### src/rtl/chain_redir_pkg.sv
package chain_redir_pkg;
  parameter int unsigned IDX_W  = 6;
  parameter int unsigned DATA_W = 8;
  parameter int unsigned CNT_W  = 8;

  typedef struct packed {
    logic [CNT_W-1:0]  gCnt;
    logic [CNT_W-1:0]  lCnt;
    logic              linked;
    logic [IDX_W-1:0]  next;
    logic [DATA_W-1:0] value;
  } entry_t;

  localparam int unsigned ENTRY_W = $bits(entry_t);

  typedef enum logic [1:0] {SEL_CUR, SEL_NEW, SEL_FREE, SEL_PARENT} addr_sel_e;
  typedef enum logic [1:0] {WK_TAIL, WK_NEW, WK_FREE, WK_PARENT} wr_kind_e;

  typedef struct packed {
    logic      start;
    logic      walkStep;
    logic      grantLoad;
    logic      freeStep;
    addr_sel_e addrSel;
    wr_kind_e  wrKind;
    logic      memWe;
  } strobe_t;

  typedef enum logic [2:0] {
    ST_IDLE, ST_WALK, ST_WR_TAIL, ST_ALLOC, ST_ALLOC_WR, ST_FREE, ST_PARENT, ST_DONE
  } state_e;
endpackage

### src/rtl/chain_redir_dpath.sv
module chain_redir_dpath
  import chain_redir_pkg::*;
#(
  parameter int unsigned DEPTH_H  = 2,
  parameter int unsigned THRESH_D = 2
) (
  input  logic               clk,
  input  logic               rst,
  input  strobe_t            stb,
  input  logic [IDX_W-1:0]   cmdIndex,
  input  logic [DATA_W-1:0]  cmdData,
  input  logic [IDX_W-1:0]   allocIdx,
  input  logic [ENTRY_W-1:0] memRdata,
  output logic [IDX_W-1:0]   xlatInter,
  output logic [ENTRY_W-1:0] memWdata,
  output logic [DATA_W-1:0]  rdData,
  output logic               linkSeen,
  output logic               atBottom,
  output logic               needRedirect,
  output logic               parentAny,
  output logic               hasSubpath,
  output logic               freeLast
);
  localparam int unsigned DEPTH_W = (DEPTH_H < 1) ? 1 : $clog2(DEPTH_H + 1);
  localparam logic [DEPTH_W-1:0] DEPTH_MAX = DEPTH_W'(DEPTH_H);
  localparam logic [CNT_W-1:0] QUOTA_LO = CNT_W'(THRESH_D);
  localparam logic [CNT_W-1:0] QUOTA_HI = CNT_W'(2 * THRESH_D);

  entry_t rd, wr;
  assign rd = entry_t'(memRdata);

  logic [IDX_W-1:0]   curAddr, parentAddr, newAddr;
  logic [DEPTH_W-1:0] curDepth, tailDepth, parentDepth, freeDepth;
  logic               parentValid;
  logic [DATA_W-1:0]  dataReg, rdReg;
  logic [IDX_W-1:0]   pathAddr [DEPTH_H+1];
  logic               candidate;

  // an entry above the bottom with link budget left may adopt a new child
  assign candidate    = (curDepth < DEPTH_MAX) && (rd.lCnt < QUOTA_HI);
  assign parentAny    = parentValid || candidate;
  assign linkSeen     = rd.linked;
  assign atBottom     = (curDepth == DEPTH_MAX);
  assign needRedirect = ((curDepth < DEPTH_MAX) && (rd.lCnt == QUOTA_LO)) ||
                        ((curDepth == DEPTH_MAX) && (rd.lCnt == QUOTA_HI));
  assign hasSubpath   = (parentDepth != tailDepth);
  assign freeLast     = (freeDepth == tailDepth);
  assign rdData       = rdReg;

  always_ff @(posedge clk) begin
    if (rst) begin
      curAddr     <= '0;
      curDepth    <= '0;
      tailDepth   <= '0;
      parentAddr  <= '0;
      parentDepth <= '0;
      parentValid <= 1'b0;
      newAddr     <= '0;
      freeDepth   <= '0;
      dataReg     <= '0;
      rdReg       <= '0;
    end else begin
      if (stb.start) begin
        curAddr     <= cmdIndex;
        curDepth    <= '0;
        parentValid <= 1'b0;
        dataReg     <= cmdData;
      end
      if (stb.walkStep) begin
        tailDepth <= curDepth;
        if (candidate) begin
          parentAddr  <= curAddr;
          parentDepth <= curDepth;
          parentValid <= 1'b1;
        end
        if (rd.linked) begin
          curAddr  <= rd.next;
          curDepth <= curDepth + 1'b1;
        end else begin
          rdReg <= rd.value;
        end
      end
      if (stb.grantLoad) begin
        newAddr   <= allocIdx;
        freeDepth <= parentDepth + 1'b1;
      end
      if (stb.freeStep) freeDepth <= freeDepth + 1'b1;
    end
  end

  // one address slot per depth level, filled as the walk passes it
  for (genvar j = 0; j <= DEPTH_H; j++) begin : g_path
    always_ff @(posedge clk) begin
      if (rst) pathAddr[j] <= '0;
      else if (stb.walkStep && (curDepth == DEPTH_W'(j))) pathAddr[j] <= curAddr;
    end
  end

  always_comb begin
    case (stb.addrSel)
      SEL_NEW:    xlatInter = newAddr;
      SEL_FREE:   xlatInter = pathAddr[freeDepth];
      SEL_PARENT: xlatInter = parentAddr;
      default:    xlatInter = curAddr;
    endcase
  end

  always_comb begin
    wr        = '0;
    wr.gCnt   = rd.gCnt + 1'b1;
    case (stb.wrKind)
      WK_TAIL: begin
        wr.lCnt  = rd.lCnt + 1'b1;
        wr.value = dataReg;
      end
      WK_NEW: begin
        wr.lCnt  = CNT_W'(1);
        wr.value = dataReg;
      end
      WK_PARENT: begin
        wr.lCnt   = rd.lCnt + 1'b1;
        wr.linked = 1'b1;
        wr.next   = newAddr;
      end
      default: wr.lCnt = '0;
    endcase
  end
  assign memWdata = wr;

  a_r10_depth_bound: assert property (@(posedge clk) disable iff (rst)
    curDepth <= DEPTH_MAX);
  a_r8_free_range: assert property (@(posedge clk) disable iff (rst)
    (stb.memWe && stb.wrKind == WK_FREE) |-> (freeDepth > parentDepth && freeDepth <= tailDepth));
  a_r7_parent_above_bottom: assert property (@(posedge clk) disable iff (rst)
    (stb.memWe && stb.wrKind == WK_PARENT) |-> (parentValid && parentDepth < DEPTH_MAX));
endmodule

### src/rtl/chain_redir_ctrl.sv
module chain_redir_ctrl
  import chain_redir_pkg::*;
(
  input  logic    clk,
  input  logic    rst,
  input  logic    cmdValid,
  input  logic    cmdWrite,
  input  logic    allocGrant,
  input  logic    linkSeen,
  input  logic    atBottom,
  input  logic    needRedirect,
  input  logic    parentAny,
  input  logic    hasSubpath,
  input  logic    freeLast,
  output strobe_t stb,
  output logic    busy,
  output logic    done,
  output logic    allocReq,
  output logic    errExhaust,
  output logic    errCorrupt
);
  state_e state, nxt;
  logic   opWrite, setCorrupt, setExhaust;

  always_comb begin
    nxt        = state;
    stb        = '0;
    setCorrupt = 1'b0;
    setExhaust = 1'b0;
    case (state)
      ST_IDLE: if (cmdValid) begin
        stb.start = 1'b1;
        nxt       = ST_WALK;
      end
      ST_WALK: begin
        stb.addrSel = SEL_CUR;
        if (linkSeen) begin
          if (atBottom) begin
            setCorrupt = 1'b1;
            nxt        = ST_DONE;
          end else begin
            stb.walkStep = 1'b1;
          end
        end else begin
          stb.walkStep = 1'b1;
          if (!opWrite)          nxt = ST_DONE;
          else if (!needRedirect) nxt = ST_WR_TAIL;
          else if (!parentAny) begin
            setExhaust = 1'b1;
            nxt        = ST_DONE;
          end else               nxt = ST_ALLOC;
        end
      end
      ST_WR_TAIL: begin
        stb.addrSel = SEL_CUR;
        stb.wrKind  = WK_TAIL;
        stb.memWe   = 1'b1;
        nxt         = ST_DONE;
      end
      ST_ALLOC: if (allocGrant) begin
        stb.grantLoad = 1'b1;
        nxt           = ST_ALLOC_WR;
      end
      ST_ALLOC_WR: begin
        stb.addrSel = SEL_NEW;
        stb.wrKind  = WK_NEW;
        stb.memWe   = 1'b1;
        nxt         = hasSubpath ? ST_FREE : ST_PARENT;
      end
      ST_FREE: begin
        stb.addrSel = SEL_FREE;
        stb.wrKind  = WK_FREE;
        stb.memWe   = 1'b1;
        if (freeLast) nxt = ST_PARENT;
        else          stb.freeStep = 1'b1;
      end
      ST_PARENT: begin
        stb.addrSel = SEL_PARENT;
        stb.wrKind  = WK_PARENT;
        stb.memWe   = 1'b1;
        nxt         = ST_DONE;
      end
      ST_DONE: nxt = ST_IDLE;
      default: nxt = ST_IDLE;
    endcase
  end

  always_ff @(posedge clk) begin
    if (rst) begin
      state      <= ST_IDLE;
      opWrite    <= 1'b0;
      errExhaust <= 1'b0;
      errCorrupt <= 1'b0;
    end else begin
      state <= nxt;
      if (stb.start) begin
        opWrite    <= cmdWrite;
        errExhaust <= 1'b0;
        errCorrupt <= 1'b0;
      end
      if (setExhaust) errExhaust <= 1'b1;
      if (setCorrupt) errCorrupt <= 1'b1;
    end
  end

  assign busy     = (state != ST_IDLE);
  assign done     = (state == ST_DONE);
  assign allocReq = (state == ST_ALLOC);

  a_r11_done_pulse: assert property (@(posedge clk) disable iff (rst) done |=> !done);
  a_r11_done_releases: assert property (@(posedge clk) disable iff (rst) done |=> !busy);
  a_r6_alloc_hold: assert property (@(posedge clk) disable iff (rst)
    (allocReq && !allocGrant) |=> allocReq);
  a_r2_read_no_write: assert property (@(posedge clk) disable iff (rst)
    (busy && !opWrite && !stb.start) |-> !stb.memWe);
  a_r9_exhaust_quiet: assert property (@(posedge clk) disable iff (rst)
    (done && errExhaust) |-> ($past(state) == ST_WALK));
endmodule

### src/rtl/chain_redirect_engine.sv
module chain_redirect_engine
  import chain_redir_pkg::*;
#(
  parameter int unsigned DEPTH_H  = 2,
  parameter int unsigned THRESH_D = 2
) (
  input  logic               clk,
  input  logic               rst,
  input  logic               cmdValid,
  input  logic               cmdWrite,
  input  logic [IDX_W-1:0]   cmdIndex,
  input  logic [DATA_W-1:0]  cmdData,
  output logic               busy,
  output logic               done,
  output logic [DATA_W-1:0]  rdData,
  output logic               errExhaust,
  output logic               errCorrupt,
  output logic [IDX_W-1:0]   xlatInter,
  input  logic [IDX_W-1:0]   xlatPhys,
  output logic [IDX_W-1:0]   memAddr,
  output logic               memWe,
  output logic [ENTRY_W-1:0] memWdata,
  input  logic [ENTRY_W-1:0] memRdata,
  output logic               allocReq,
  input  logic               allocGrant,
  input  logic [IDX_W-1:0]   allocIdx
);
  strobe_t stb;
  logic linkSeen, atBottom, needRedirect, parentAny, hasSubpath, freeLast;

  chain_redir_ctrl u_ctrl (
    .clk, .rst, .cmdValid, .cmdWrite, .allocGrant,
    .linkSeen, .atBottom, .needRedirect, .parentAny, .hasSubpath, .freeLast,
    .stb, .busy, .done, .allocReq, .errExhaust, .errCorrupt
  );

  chain_redir_dpath #(.DEPTH_H(DEPTH_H), .THRESH_D(THRESH_D)) u_dpath (
    .clk, .rst, .stb, .cmdIndex, .cmdData, .allocIdx, .memRdata,
    .xlatInter, .memWdata, .rdData,
    .linkSeen, .atBottom, .needRedirect, .parentAny, .hasSubpath, .freeLast
  );

  assign memAddr = xlatPhys;
  assign memWe   = stb.memWe;
endmodule

### config.mk
export PLATFORM = sky130hd
export DESIGN_NAME = chain_redirect_engine
export DESIGN_NICKNAME = d
export VERILOG_FILES = /design/src/rtl/chain_redir_pkg.sv /design/src/rtl/chain_redir_dpath.sv /design/src/rtl/chain_redir_ctrl.sv /design/src/rtl/chain_redirect_engine.sv
export SDC_FILE = /design/constraint.sdc
export NUM_CORES = 1
export LEC_CHECK = 0
export BUFFER_PORTS_ARGS = -buffer_cell sky130_fd_sc_hd__buf_2
export CORE_MARGIN = 10
export CORE_UTILIZATION = 50
export CTS_BUF_LIST = sky130_fd_sc_hd__clkbuf_8
export CTS_CLUSTER_SIZE = 25
export DETAILED_ROUTE_END_ITERATION = 16
export GPL_ROUTABILITY_DRIVEN = 0
export PLACE_DENSITY = 0.76
export SETUP_SLACK_MARGIN = 0.1
export SYNTH_ARGS = -nofsm -noshare
export SYNTH_HDL_FRONTEND = slang
export SYNTH_SLANG_ARGS = --single-unit
### constraint.sdc
create_clock -name clk -period 2.9 [get_ports clk]
set_clock_uncertainty 0.2 [all_clocks]
set_input_delay 0.29 -clock clk [delete_from_list [all_inputs] [get_ports clk]]
set_output_delay 0.29 -clock clk [all_outputs]
set_load 0.03 [all_outputs]
==> impl_metrics.json, run 1 <==
{
  "syn-cell-area_mm2": 0.00371,
  "die_h_um": 106,
  "crit_path_max_fanout": 11,
  "r2r-end": "u_ctrl.state[0]",
  "tritoncts": "built",
  "grt_pass1_wl_um": 16800,
  "wl_per_cell_um": 15.6,
  "fp.coreArea_mm2": 0.00725,
  "ff2ff_path_depth": 4,
  "synth_top_family_by_area": "simple AND/OR/NAND/NOR gates",
  "hold_slack_ps": 19.4,
  "p_per_area_mw_per_mm2": 735,
  "drc": 0,
  "synth_xor_area_frac": 0.0425,
  "die_x_um": 106,
  "critPathArrivalTime_ps": 1990,
  "numClockSinks": 69,
  "synth_area_per_cell_um2": 8.57,
  "synth.mux.area_fraction": 0.0533,
  "antenna_found_initial": 0,
  "via_per_inst": 5.32,
  "post_dp_cell_area_mm2": 0.00426,
  "cts_made_buffers": 9,
  "worstMarginPinSlew_ps": 795,
  "tns_ps": 0,
  "slew_headroom": 0.467,
  "synth_edf_count": 18,
  "hold_end": "u_dpath.curAddr[2]",
  "multiInputGateArea_mm2": 0.00194,
  "drt_wl_total_um": 10200,
  "synth_top_area_cell": "dfxtp_1",
  "io_pins": 119,
  "synth_compound_area_frac": 0.147,
  "dieArea_mm2": 0.0113,
  "p_leak_uw": 0.00198,
  "antenna_cells": 0,
  "rsz0062_at_grt": "no",
  "start_kind": "flop",
  "irDropWorstVdd_mv": 0.485,
  "ys_async_sr_fraction": 0,
  "synth_ff_type": "dfxtp_1",
  "cts_setup_buffers": 0,
  "synth_cell_type_count": 48,
  "vias": 3465,
  "dp_hpwl_um": 7690,
  "cts_buffer_depth": 2,
  "reg2reg_from": "u_ctrl.state[0]",
  "yosysTopAreaCellShare": 0.275,
  "regToRegSetupSlack_ps": 670,
  "grt_pass1_vias": 3561,
  "timing.final.ws_setup_ps": 420,
  "synth_nets": 505,
  "finalMaxSlewViolations": 0,
  "maxCapViolCount": 0,
  "grt_max_degree": 48,
  "crit_type": "flop to primary output",
  "rows": 31,
  "final_util": 0.641,
  "run_status": "finished, final reports clean",
  "final-hold-violation-count": 0,
  "worstPathRequired_ps": 2410,
  "setup_violations": 0,
  "drt_pre_antenna_iters": 4,
  "track_usage": 0.180,
  "ys_seq_area_frac": 0.421,
  "final_cell_area_mm2": 0.00465,
  "cts-root-buf": "clkbuf_8",
  "synthAdderAreaFrac": 0.0337,
  "yosys.area_share.simple": 0.247,
  "fin_nets": 619,
  "htreeDepth": 3,
  "fmax_mhz": 403,
  "register_area_mm2": 0.00156,
  "crit_path_end_kind": "primary output",
  "drtIter0Drc": 283,
  "postSynthRegisterBits": 69,
  "portBuffers": 106,
  "overflow": 0,
  "fillers": 616,
  "start_util": 0.512,
  "post-place-ws_ps": 740,
  "period_minus_slack_ps": 2480,
  "yosys_warnings": 0,
  "path_clk_slew_ps": 80,
  "timing.final.crit_share": 0.855,
  "worstSkewPairLatency_ps": 340,
  "synthCells": 433,
  "min_from": "cmdIndex[2]",
  "hold_depth": 3,
  "synthToLayoutAreaGrowth_pct": 25.3,
  "drive_above_1_share": 0.243,
  "synth.area.top_cells": "dfxtp_1 (28%), edfxtp_1 (15%), nand2_1 (8.3%)",
  "ant_nets": 0,
  "hold_class": "primary input to flop"
}
-- cell usage after synthesis (all sizes together), types with 2 or more instances --
cell / count
a211oi: 3
a21oi: 38
a22o: 6
a311oi: 7
a32oi: 3
and2: 34
and3: 6
buf: 15
clkbuf: 17
dfxtp: 51
edfxtp: 18
ha: 10
inv: 14
mux2: 6
mux2i: 13
nand2: 82
nand2b: 5
nand3: 16
nand4b: 2
nor2: 22
nor3: 4
nor3b: 2
o21ai: 14
o22ai: 7
o41ai: 2
or3: 2
or4: 2
xnor2: 10
xor2: 8
-- layer usage --
layer | routed length, µm | GRT usage
met1 | 4180 | 0.206
met2 | 5130 | 0.307
met3 | 730 | 0.0616
met4 | 123 | 0.0609
met5 | 0 | 0
-- flip-flops by register name (all words and copies together) (netlist names), 3 cells and up, named ones only --
register / flops
u_dpath.pathAddr: 18
u_dpath.dataReg: 8
u_dpath.rdData: 8
u_dpath.curAddr: 6
u_dpath.newAddr: 6
u_dpath.parentAddr: 6
u_ctrl.state: 3
-- cell families (layout without fill, tap and decap cells) --
| family | count (synthesis) | after routing |
|---|---|---|
| adder cells (fa/ha/maj) | 10 | 10 |
| flip-flops | 69 | 69 |
| multiplexers | 19 | 19 |
| XOR/XNOR | 18 | 18 |
| AND/OR/NAND/NOR | 184 | 184 |
| buffers and inverters | 46 | 165 |
| AO/OA/AOI/OAI | 87 | 87 |
-- through the flow --
stage / total power [µW] / std cells
final: 3420 / 651
after CTS: 3430 / 651
after global routing: 3630 / 651
after floorplan: 2320 / 433
after detailed placement: 2740 / 613
after global placement: 2700 / 613
-- critical path: stages, from the launching register on --
cell	delay (ps)
dfxtp_1	550
xor2_1	190
nand2_1	80
inv_1	100
ha_1	240
nand2b_1	220
nor2_1	80
buf_2	180
-- how the worst max path moves through the flow --
| stage | start | endpoint | slack (ps) | depth (start not counted) |
|---|---|---|---|---|
| 3_3_place_gp | u_ctrl.state[0] | u_ctrl.state[0] | 860 | 4 |
| 6_report | u_ctrl.state[0] | memWdata[22] | 420 | 7 |
| 5_1_grt | u_ctrl.state[0] | memWdata[19] | 220 | 7 |
| 3_5_place_dp | u_ctrl.state[0] | flop | 740 | 4 |
| 4_1_cts | u_ctrl.state[0] | memWdata[19] | 420 | 7 |
| 2_1_floorplan | u_ctrl.state[0] | memWdata[17] | 590 | 7 |
-- cell usage in the layout, fill, tap and decap left out, types with 8 or more instances in the layout --
cell,count
clkbuf_8,9
dlygate4sd3_1,22
nor2_1,22
inv_1,14
edfxtp_1,18
dfxtp_1,51
xor2_1,8
and2_1,34
a21oi_1,38
ha_1,10
nand3_1,16
xnor2_1,10
mux2i_1,13
nand2_1,82
buf_2,106
-- layout make-up --
type / count / area share
Multi-Input combinational cell: 318 / 0.418
Sequential cell: 69 / 0.336
Timing Repair Buffer: 135 / 0.173
Clock buffer: 9 / 0.0266
Tap cell: 99 / 0.0266
Inverter: 14 / 0.0113
Clock inverter: 7 / 0.00915
-- report_power, final --
group	internal [µW]	total (µW)	switching (µW)
logic	492	1490	994
registers	1120	1260	142
clock network	306	673	367
-- timing repair --
| action | 4_1_cts | 5_1_grt |
|---|---|---|
| setup endpoints to repair | 0 | 0 |
| hold buffers | 22 | 0 |
| hold endpoints to repair | 22 | 0 |
| gates resized for setup | 0 | 0 |
No activity file was read; power rests on OpenSTA's default activity.
==> run 2: changes to the inputs <==
- RECOVER_POWER: default -> 25
==> impl_metrics.json, run 2 (synthesis gave the netlist of run 1 again) <==
{
  "run_status": "finished, final reports clean",
  "crit_type": "flop to primary output",
  "portBuffers": 106,
  "irDropWorstVdd_mv": 0.485,
  "path_clk_slew_ps": 80,
  "drc": 0,
  "dp_hpwl_um": 7690,
  "fillers": 626,
  "post_dp_cell_area_mm2": 0.00426,
  "timing.final.crit_share": 0.854,
  "cts-root-buf": "clkbuf_8",
  "worstMarginPinSlew_ps": 826,
  "antenna_found_initial": 0,
  "wl_met2_um": 5080,
  "highest_layer": "met4",
  "dieArea_mm2": 0.0113,
  "largest_register": "u_dpath.pathAddr",
  "drt_wl_total_um": 10200,
  "die_h_um": 106,
  "rsz0062_at_grt": "no",
  "htreeDepth": 3,
  "fin_nets": 619,
  "fmax_mhz": 404,
  "via_per_inst": 5.31,
  "worstSkewPairLatency_ps": 340,
  "start_kind": "flop",
  "vias": 3454,
  "grt_pass1_vias": 3561,
  "critPathArrivalTime_ps": 1990,
  "slew_headroom": 0.446,
  "wl_per_cell_um": 15.6,
  "grt_pass1_wl_um": 16800,
  "layout_commonest_cell": "buf_2",
  "wl_met1_um": 4210,
  "die_x_um": 106,
  "worstPathRequired_ps": 2410,
  "synthToLayoutAreaGrowth_pct": 24.6,
  "io_pins": 119,
  "maxCapViolCount": 0,
  "fp.coreArea_mm2": 0.00725,
  "final_cell_area_mm2": 0.00462,
  "final-hold-violation-count": 0,
  "overflow": 0,
  "crit_path_end_kind": "primary output",
  "start_util": 0.512,
  "crit_path_max_fanout": 11,
  "period_minus_slack_ps": 2480,
  "hold_class": "primary input to flop",
  "grt_max_degree": 48,
  "drt_pre_antenna_iters": 5,
  "finalMaxSlewViolations": 0,
  "antenna_cells": 0,
  "tns_ps": 0,
  "cts_made_buffers": 9,
  "timing.final.ws_setup_ps": 422,
  "post-place-ws_ps": 740,
  "drive_above_1_share": 0.208,
  "largest_register_ffs": 18,
  "drtIter0Drc": 248,
  "rows": 31,
  "p_leak_uw": 0.00191,
  "tritoncts": "built",
  "ant_nets": 0,
  "wl_met3_um": 653,
  "mostFrequentLayoutCells": "buf_2 (88), nand2_1 (82), dfxtp_1 (51)",
  "track_usage": 0.180,
  "final_util": 0.637,
  "p_per_area_mw_per_mm2": 738,
  "numClockSinks": 69,
  "setup_violations": 0,
  "cts_buffer_depth": 2
}
run 2: final cells by class:
cell class	count	area (µm²)	area share
Timing Repair Buffer	135	777	0.168
Multi-Input combinational cell	318	1940	0.420
Tap cell	99	124	0.0268
Sequential cell	69	1560	0.338
Inverter	14	52.6	0.0114
Clock inverter	7	42.5	0.00920
Clock buffer	9	124	0.0268
run 2: worst paths after layout:
check / start / to / depth (start not counted) / slack (ps)
worst max register to register: u_ctrl.state[0] / u_ctrl.state[0] / 4 / 660
worst min register to register: u_dpath.dataReg[6] / u_dpath.dataReg[6] / 2 / 250
worst max-delay path: u_ctrl.state[0] / memWdata[22] / 7 / 420
worst min-delay path: cmdIndex[2] / u_dpath.curAddr[2] / 3 / 20
run 2: routing by layer:
metal	track usage	vias to the layer above
met3	0.0616	15
met4	0.0609	0
met1	0.206	1620
met5	0	-
met2	0.307	98
li1	-	1721
run 2: report_power, final:
group          total, µW  switching, µW  internal [µW]
clock                677            372            306
combinational       1480            995            482
sequential          1260            143           1120
total               3410           1510           1900
run 2: what timing repair did:
| action | in CTS | in global routing |
|---|---|---|
| hold endpoints to repair | 22 | 0 |
| resized for setup | 0 | 0 |
| buffers inserted | 0 | 0 |
| hold buffers | 22 | 0 |
run 2: through the flow:
step                instances  hold WS [ps]  power, µW
floorplan                 433           226       2320
global placement          613           237       2700
detailed placement        613           245       2740
CTS                       651          9.81       3430
global route              651          13.4       3630
finish                    651          16.1       3410
run 2: critical path: stages (launching register included):
cell      delay, ps
dfxtp_1         540
xor2_1          190
nand2_1          80
inv_1           100
ha_1            240
nand2b_1        220
nor2_1           80
buf_2           180
